<file path="src/rtl/gpio_port_pkg.sv">
package gpio_port_pkg;

    localparam int unsigned REG_ADDR_W = 5;

    localparam logic [REG_ADDR_W-1:0] OFF_LEVEL = 5'h00;
    localparam logic [REG_ADDR_W-1:0] OFF_DIR   = 5'h04;
    localparam logic [REG_ADDR_W-1:0] OFF_BLINK = 5'h08;
    localparam logic [REG_ADDR_W-1:0] OFF_POL   = 5'h0C;
    localparam logic [REG_ADDR_W-1:0] OFF_DIN   = 5'h10;

    typedef enum logic {BUS_IDLE, BUS_RESP} bus_state_e;
    typedef enum logic {PH_LOW, PH_HIGH} blink_phase_e;

endpackage

</file>
<file path="src/rtl/gpio_sync.sv">
module gpio_sync #(
    parameter int unsigned WIDTH = 32
) (
    input  logic             clk,
    input  logic             rst,
    input  logic [WIDTH-1:0] raw_i,
    output logic [WIDTH-1:0] sync_o
);
    logic [WIDTH-1:0] stage1_q;
    logic [WIDTH-1:0] stage2_q;

    always_ff @(posedge clk or posedge rst) begin
        if (rst) begin
            stage1_q <= '0;
            stage2_q <= '0;
        end else begin
            stage1_q <= raw_i;
            stage2_q <= stage1_q;
        end
    end

    assign sync_o = stage2_q;
endmodule

</file>
<file path="src/rtl/gpio_blink.sv">
module gpio_blink
    import gpio_port_pkg::*;
#(
    parameter int unsigned HALF_CYCLES = 25_000_000
) (
    input  logic clk,
    input  logic rst,
    output logic phase_o
);
    localparam int unsigned CNT_W = (HALF_CYCLES > 1) ? $clog2(HALF_CYCLES) : 1;
    localparam logic [CNT_W-1:0] CNT_LAST = CNT_W'(HALF_CYCLES - 1);

    logic [CNT_W-1:0] cnt_q;
    logic             wrap;
    blink_phase_e     phase_q, phase_d;

    assign wrap = (cnt_q == CNT_LAST);

    always_ff @(posedge clk or posedge rst) begin
        if (rst) begin
            cnt_q <= '0;
        end else if (wrap) begin
            cnt_q <= '0;
        end else begin
            cnt_q <= cnt_q + 1'b1;
        end
    end

    always_ff @(posedge clk or posedge rst) begin
        if (rst) begin
            phase_q <= PH_LOW;
        end else begin
            phase_q <= phase_d;
        end
    end

    always_comb begin
        phase_d = phase_q;
        unique case (phase_q)
            PH_LOW:  if (wrap) phase_d = PH_HIGH;
            PH_HIGH: if (wrap) phase_d = PH_LOW;
            default: phase_d = PH_LOW;
        endcase
    end

    assign phase_o = (phase_q == PH_HIGH);

    // the phase moves only on the edge that closes a half-period
    a_r8_phase_on_wrap: assert property (@(posedge clk) disable iff (rst)
        (phase_q != $past(phase_q)) |-> $past(wrap));

    // the counter never passes the half-period limit
    a_r8_count_range: assert property (@(posedge clk) disable iff (rst)
        cnt_q <= CNT_LAST);
endmodule

</file>
<file path="src/rtl/gpio_regs.sv">
module gpio_regs
    import gpio_port_pkg::*;
#(
    parameter int unsigned N_PINS = 32
) (
    input  logic                  clk,
    input  logic                  rst,
    input  logic                  sel_i,
    input  logic                  wr_i,
    input  logic [REG_ADDR_W-1:0] addr_i,
    input  logic [N_PINS-1:0]     wdata_i,
    input  logic [N_PINS-1:0]     din_i,
    output logic [N_PINS-1:0]     rdata_o,
    output logic                  ack_o,
    output logic [N_PINS-1:0]     level_o,
    output logic [N_PINS-1:0]     dir_o,
    output logic [N_PINS-1:0]     blink_o,
    output logic [N_PINS-1:0]     pol_o
);
    bus_state_e        state_q, state_d;
    logic              access;
    logic              mapped;
    logic [N_PINS-1:0] rd_mux;
    logic [N_PINS-1:0] level_q, dir_q, blink_q, pol_q, rdata_q;

    assign access = (state_q == BUS_IDLE) && sel_i;

    always_comb begin
        state_d = state_q;
        unique case (state_q)
            BUS_IDLE: if (sel_i) state_d = BUS_RESP;
            BUS_RESP: state_d = BUS_IDLE;
            default:  state_d = BUS_IDLE;
        endcase
    end

    always_ff @(posedge clk or posedge rst) begin
        if (rst) begin
            state_q <= BUS_IDLE;
        end else begin
            state_q <= state_d;
        end
    end

    always_comb begin
        mapped = 1'b1;
        rd_mux = '0;
        unique case (addr_i)
            OFF_LEVEL: rd_mux = level_q;
            OFF_DIR:   rd_mux = dir_q;
            OFF_BLINK: rd_mux = blink_q;
            OFF_POL:   rd_mux = pol_q;
            OFF_DIN:   rd_mux = din_i;
            default:   mapped = 1'b0;
        endcase
    end

    always_ff @(posedge clk or posedge rst) begin
        if (rst) begin
            level_q <= '0;
            dir_q   <= '1;
            blink_q <= '0;
            pol_q   <= '0;
            rdata_q <= '0;
        end else if (access) begin
            rdata_q <= wr_i ? '0 : rd_mux;
            if (wr_i) begin
                if (addr_i == OFF_LEVEL) level_q <= wdata_i;
                if (addr_i == OFF_DIR)   dir_q   <= wdata_i;
                if (addr_i == OFF_BLINK) blink_q <= wdata_i;
                if (addr_i == OFF_POL)   pol_q   <= wdata_i;
            end
        end
    end

    assign ack_o   = (state_q == BUS_RESP);
    assign rdata_o = rdata_q;
    assign level_o = level_q;
    assign dir_o   = dir_q;
    assign blink_o = blink_q;
    assign pol_o   = pol_q;

    // acknowledge lasts exactly one cycle
    a_r2_ack_single: assert property (@(posedge clk) disable iff (rst)
        ack_o |=> !ack_o);

    // an accepted request is acknowledged on the next cycle
    a_r2_ack_follows: assert property (@(posedge clk) disable iff (rst)
        (!ack_o && sel_i) |=> ack_o);

    // writes to unmapped offsets leave every register unchanged
    a_r9_unmapped_write: assert property (@(posedge clk) disable iff (rst)
        (access && wr_i && !mapped) |=>
        ($stable(level_q) && $stable(dir_q) && $stable(blink_q) && $stable(pol_q)));

    // the data-in offset is read-only
    a_r3_din_readonly: assert property (@(posedge clk) disable iff (rst)
        (access && wr_i && addr_i == OFF_DIN) |=>
        ($stable(level_q) && $stable(dir_q) && $stable(blink_q) && $stable(pol_q)));

    // unmapped reads return zero
    a_r9_unmapped_read: assert property (@(posedge clk) disable iff (rst)
        (access && !wr_i && !mapped) |=> (rdata_o == '0));
endmodule

</file>
<file path="src/rtl/gpio_port.sv">
module gpio_port
    import gpio_port_pkg::*;
#(
    parameter int unsigned N_PINS      = 32,
    parameter int unsigned HALF_CYCLES = 25_000_000
) (
    input  logic                  clk,
    input  logic                  rst,
    input  logic                  bus_sel,
    input  logic                  bus_wr,
    input  logic [REG_ADDR_W-1:0] bus_addr,
    input  logic [N_PINS-1:0]     bus_wdata,
    output logic [N_PINS-1:0]     bus_rdata,
    output logic                  bus_ack,
    input  logic [N_PINS-1:0]     pin_in,
    output logic [N_PINS-1:0]     pin_out,
    output logic [N_PINS-1:0]     pin_oe,
    output logic [N_PINS-1:0]     in_adj
);
    logic [N_PINS-1:0] level, dir, blink, pol, synced;
    logic              phase;

    gpio_sync #(.WIDTH(N_PINS)) u_sync (
        .clk(clk), .rst(rst), .raw_i(pin_in), .sync_o(synced)
    );

    gpio_blink #(.HALF_CYCLES(HALF_CYCLES)) u_blink (
        .clk(clk), .rst(rst), .phase_o(phase)
    );

    gpio_regs #(.N_PINS(N_PINS)) u_regs (
        .clk(clk), .rst(rst),
        .sel_i(bus_sel), .wr_i(bus_wr), .addr_i(bus_addr), .wdata_i(bus_wdata),
        .din_i(in_adj), .rdata_o(bus_rdata), .ack_o(bus_ack),
        .level_o(level), .dir_o(dir), .blink_o(blink), .pol_o(pol)
    );

    assign in_adj = synced ^ pol;

    for (genvar i = 0; i < N_PINS; i++) begin : g_pin
        assign pin_out[i] = level[i] ^ (blink[i] & phase);
        assign pin_oe[i]  = ~dir[i];

        // a non-blinking pin holds its level unless the level register was written
        a_r5_steady: assert property (@(posedge clk) disable iff (rst)
            (!blink[i] && !$past(blink[i]) && $stable(level[i])) |-> $stable(pin_out[i]));
    end
endmodule

</file>
<file path="config.mk">
export PLATFORM = sky130hd
export DESIGN_NAME = gpio_port
export DESIGN_NICKNAME = d
export VERILOG_FILES = /design/src/rtl/gpio_port_pkg.sv /design/src/rtl/gpio_sync.sv /design/src/rtl/gpio_blink.sv /design/src/rtl/gpio_regs.sv /design/src/rtl/gpio_port.sv
export SDC_FILE = /design/constraint.sdc
export NUM_CORES = 1
export LEC_CHECK = 0
export BUFFER_PORTS_ARGS = -buffer_cell sky130_fd_sc_hd__buf_2
export CAP_MARGIN = 15
export CORE_UTILIZATION = 35
export DETAILED_ROUTE_END_ITERATION = 6
export PLACE_DENSITY = 0.6
export SYNTH_ARGS = -nofsm -noshare
export SYNTH_HDL_FRONTEND = slang
export SYNTH_SLANG_ARGS = --single-unit
</file>
<file path="constraint.sdc">
create_clock -name clk -period 9.96 [get_ports clk]
set_input_delay 1.494 -clock clk [delete_from_list [all_inputs] [get_ports clk]]
set_output_delay 1.494 -clock clk [all_outputs]
set_load 0.01 [all_outputs]
</file>
Word level (Yosys, flattened, before mapping)

Index checks and enable logic that the tools add are counted.

Flip-flop bits (word level): 251
Input port bits: 73
Output and inout bits: 129
Logic and storage cells: 129

Add/subtract/negate cells: 1
Eq/ne operators: 5
Multiplexer cells: 8
Bitwise operators: 99
Reduce and logical (&&, ||, !) cells: 6

Operator list:

| cell                                                             | count |
|---|---|
| 32-bit case mux with 5 select lines                              | 1 |
| 1-bit NOT                                                        | 34 |
| 1-bit AND                                                        | 32 |
| 32-bit two-way mux                                               | 1 |
| 1-bit bitwise XOR                                                | 32 |
| 32-bit bitwise XOR                                               | 1 |
| 25-bit by 1-bit adder with 25-bit output (second input constant) | 1 |
| 25-bit == test (second input constant)                           | 1 |
| 25-bit two-way mux                                               | 1 |
| 3-bit AND reduction                                              | 4 |
| 5-bit by 4-bit == test with 1-bit output (second input constant) | 2 |
| 5-bit by 3-bit == test with 1-bit output (second input constant) | 1 |
| 5-bit == test (second input constant)                            | 1 |
| 5-bit zero test                                                  | 1 |
| 1-bit case mux with 2 select lines                               | 2 |
| 1-bit two-way mux                                                | 3 |
| 1-bit logical AND                                                | 1 |

Longest topological paths before layout

Depth after elaboration: 3
Mapped depth: 8
Depth with buffers taken out: 5

Cells and area by module

Synthesis repeated with hierarchy kept, for this count alone.

Cells, all modules: 881
Area total of the unflattened synthesis: 11247.0 µm²

By module, submodules not included:

| module     | times used | cells each | area each (µm²) | sequential area each (µm²) |
|---|---|---|---|---|
| gpio_regs  | 1          | 548        | 7470.9          | 4068.9 |
| gpio_sync  | 1          | 65         | 1605.3          | 1601.5 |
| gpio_blink | 1          | 137        | 1336.3          | 650.6 |
| gpio_port  | 1          | 131        | 834.6           | 0.0 |

Worst setup path before layout

OpenSTA, ideal clock, no wires.

Path type: input-to-reg
Start: in bus_addr[2]
End: reg u_regs.level_q[19], in the netlist u_regs.level_o[19]
Library setup time: 0.125 ns
Arrival time: 2.899 ns
Data required time: 9.835 ns
Path slack: 6.937 ns
Stages on the path: 6
Path buffers: 3
Cells stage by stage: buf_2 or4_1 buf_2 nor3_4 buf_4 mux2_2

Word-level cells in the longest chain between the ends: 2

RTL lines:

| what                                 | RTL line        | text |
|---|---|---|
| from (decl)                          | gpio_port.sv:11 | `input logic [REG_ADDR_W-1:0] bus_addr,` |
| 5-bit zero test                      | gpio_regs.sv:68 | `if (addr_i == OFF_LEVEL) level_q <= wdata_i;` |
| 3-bit AND reduction (no source line) | n/a             |  |
| to (signal assigned)                 | gpio_regs.sv:68 |  |
| to (decl)                            | gpio_regs.sv:24 | `logic [N_PINS-1:0] level_q, dir_q, blink_q, pol_q, rdata_q;` |

No other way between the ends.
A chain may end at the register's enable or synchronous reset.

Worst setup path after layout

Start: in bus_addr[2]
End: reg u_regs.level_q[11], in the netlist u_regs.level_o[11]

The elaborated chain is that of the path after synthesis.

==> impl_metrics.json <==
{
  "drive_above_1_share_pct": 41.9,
  "max_freq_mhz": 238,
  "areaGrowthSynthToFinish_pct": 22.3,
  "die_h_um": 179,
  "port_buffers": 201,
  "ir_drop_v": 0.000112,
  "gp_congestion": 0.827,
  "finalCritPeriodShare_pct": 42.1,
  "hold_path.class": "flip-flop to flip-flop",
  "viasPerCell": 5.00,
  "path_class": "input port to flip-flop",
  "report.final.slew_viol_count": 0,
  "ys_ff_latch": 251,
  "fin_ws_ns": 5.76,
  "rows": 64,
  "dieArea_mm2": 0.0320,
  "setup_violations": 0,
  "pre_cts_ws_ns": 5.19,
  "antenna_found_initial": 5,
  "finalSetupTns_ns": 0,
  "cts_buffer_depth": 3,
  "cts_made_buffers": 28,
  "grt_use_total_pct": 18.1,
  "cts.clk_slew.worst_paths_ns": 0.06,
  "crit_arrival_ns": 4.61,
  "clk-insertion-delay-late_ns": 0.53,
  "skew_ns": 0.0115,
  "finalNonFillerCells": 1507,
  "io_pins": 202,
  "syn_inst": 896,
  "power_density_mw_per_mm2": 190,
  "synth_edf_count": 0,
  "dr.pass1.iters": 5,
  "syn_nets": 970,
  "cts_tree": "done",
  "synth_ff_type": "dfrtp_1",
  "critPathLaunchType": "input port",
  "die-width_um": 179,
  "ant_nets": 0,
  "netlist_area_mm2": 0.0110,
  "h-tree-depth": 1,
  "path_max_fanout": 36,
  "synth-seq-area-share_pct": 57.7,
  "dpl_cell_area_mm2": 0.0124,
  "critPathRequiredTime_ns": 10.37,
  "rsz0062_at_grt": "false",
  "worst_slew_pin_slew_ns": 0.961,
  "vias": 7534,
  "grt_pass1_vias": 7738,
  "period_needed_ns": 4.20,
  "routed_wl_um": 28500,
  "yosysWarnings": 0,
  "synthDistinctLibCells": 46,
  "relSlewSlack_pct": 35.9,
  "end_kind": "flip-flop",
  "holdBufCountCts": 0,
  "start_util_pct": 35.7,
  "fin_nets": 1163,
  "hold_ws_ns": 0.338,
  "drv_cap": 0,
  "syn_avg_cell_area_um2": 12.2,
  "dp_hpwl_um": 18500,
  "coreArea_mm2": 0.0307,
  "cts_root_buffer": "clkbuf_16",
  "leakage_nw": 6.14,
  "numClockSinks": 251,
  "drc": 0,
  "cts_setup_buffers": 0,
  "grt_pass1_wl_um": 44100,
  "status": "finished clean",
  "routedWlPerCell_um": 18.9,
  "async_reset_ff_share_pct": 100,
  "dpl.cell_count": 1455,
  "grt_overflow": 0,
  "finalHoldViolations": 0,
  "cts_resized": 0,
  "fin_area_mm2": 0.0134,
  "grt_max_degree": 108,
  "drtIter0Drc": 370
}
## worst max-delay path, cell delays in order
cell and delay [ns]:
buf_2 0.09, buf_4 0.31, or4_2 1.10, nor3_4 0.77, buf_4 0.44, mux2_2 0.38
## cells in the final DEF, fill, tap and decap left out, types with 5 or more instances in the layout
| cell type | n |
|---|---|
| dfstp_2 | 32 |
| a221oi_1 | 32 |
| nor3_1 | 6 |
| xor2_1 | 8 |
| mux2_2 | 158 |
| o21ai_0 | 35 |
| clkbuf_16 | 29 |
| a211oi_1 | 33 |
| xnor2_1 | 72 |
| nand2_1 | 73 |
| bufinv_16 | 5 |
| a21oi_1 | 6 |
| nand4_1 | 7 |
| dfrtp_1 | 218 |
| nor2_1 | 46 |
| clkbuf_8 | 6 |
| inv_1 | 67 |
| buf_4 | 11 |
| nand3_1 | 9 |
| buf_2 | 201 |
## logic make-up (layout without fill, tap and decap cells)
kind of cell    Yosys count  after routing  share of synthesized area (%)
compound gates          112            112                           7.15
xor+xnor                 80             80                           6.40
fa+ha+maj                 1              1                          0.114
buf+inv                 119            333                           4.38
flops                   251            251                           57.7
mux                     160            160                           16.5
other cells               0              1                              0
simple gates            173            173                           7.78
## path summary, 6_finish.rpt
kind,start,end,slack [ns],cells after the start
setup / recovery,bus_addr[2],u_regs.level_o[11]$_DFFE_PP0P_,5.76,6
hold / removal,u_sync.stage1_q[2]$_DFF_PP0_,u_sync.sync_o[2]$_DFF_PP0_,0.34,0
setup reg to reg,u_regs.ack_o$_DFF_PP0_,u_regs.blink_o[11]$_DFFE_PP0P_,6.83,6
hold reg to reg,u_sync.stage1_q[2]$_DFF_PP0_,u_sync.sync_o[2]$_DFF_PP0_,0.34,0
max in group asynchronous,rst,u_blink.phase_o$_DFF_PP0_,7.33,3
min in group asynchronous,rst,u_sync.stage1_q[17]$_DFF_PP0_,1.12,2
## area by class of cell
class,count,area (um2)
clock inverter,12,194
clock buffer,39,823
sequential,251,6320
tap,396,495
antenna,1,2.50
timing repair buffer,213,1110
inverter,69,267
multi-input combinational,526,4190
fill,2874,17300
## per-stage QoR
stage                     utilization, %  total power, mW
after global placement              40.3             1.45
final                               43.7             2.55
after detailed placement            40.4             1.46
after CTS                           43.7             2.58
after global routing                43.7             2.66
after floorplan                        -             1.33
## flip-flops by register name, summed over array words and instances, names as in the netlist
signal / cells
u_blink.cnt_q: 25
u_regs.blink_o: 32
u_regs.rdata_o: 32
u_regs.pol_o: 32
u_sync.sync_o: 32
u_regs.level_o: 32
u_sync.stage1_q: 32
u_regs.ack_o: 1
u_regs.dir_o: 32
u_blink.phase_o: 1
## synthesized netlist by cell type, drive strengths merged, types with 4 or more instances
cell type	instances	area share (%)
dfstp	32	7.7
nand4	8	0.59
a221oi	32	2.6
dfrtp	219	50
inv	69	2.4
o21ai	35	1.6
xor2	8	0.64
mux2	160	16
buf	19	0.94
or3	4	0.23
nor2	46	1.6
nand3	10	0.50
nand2	73	2.5
clkbuf	31	1.1
nor3	7	0.42
a21oi	6	0.27
xnor2	72	5.8
nor4	5	0.40
a211oi	33	2.3
## report_power, final
group          internal (mW)  switching, mW  leakage, nW  total, mW
Combinational          0.130          0.152         2.47      0.282
Clock                  0.704          0.410        0.496       1.11
Sequential              1.10         0.0548         3.18       1.16
Total                   1.93          0.616         6.14       2.55
## layer usage
metal	wire length (um)	up-vias	part of all wire, %	track usage, %
li1	-	3490	-	-
met1	12700	3756	45	24.7
met2	13400	225	47	29.0
met3	1680	55	5.9	3.65
met4	686	8	2.4	5.01
met5	49	-	0.17	0
(Power assumes the default switching activity.)
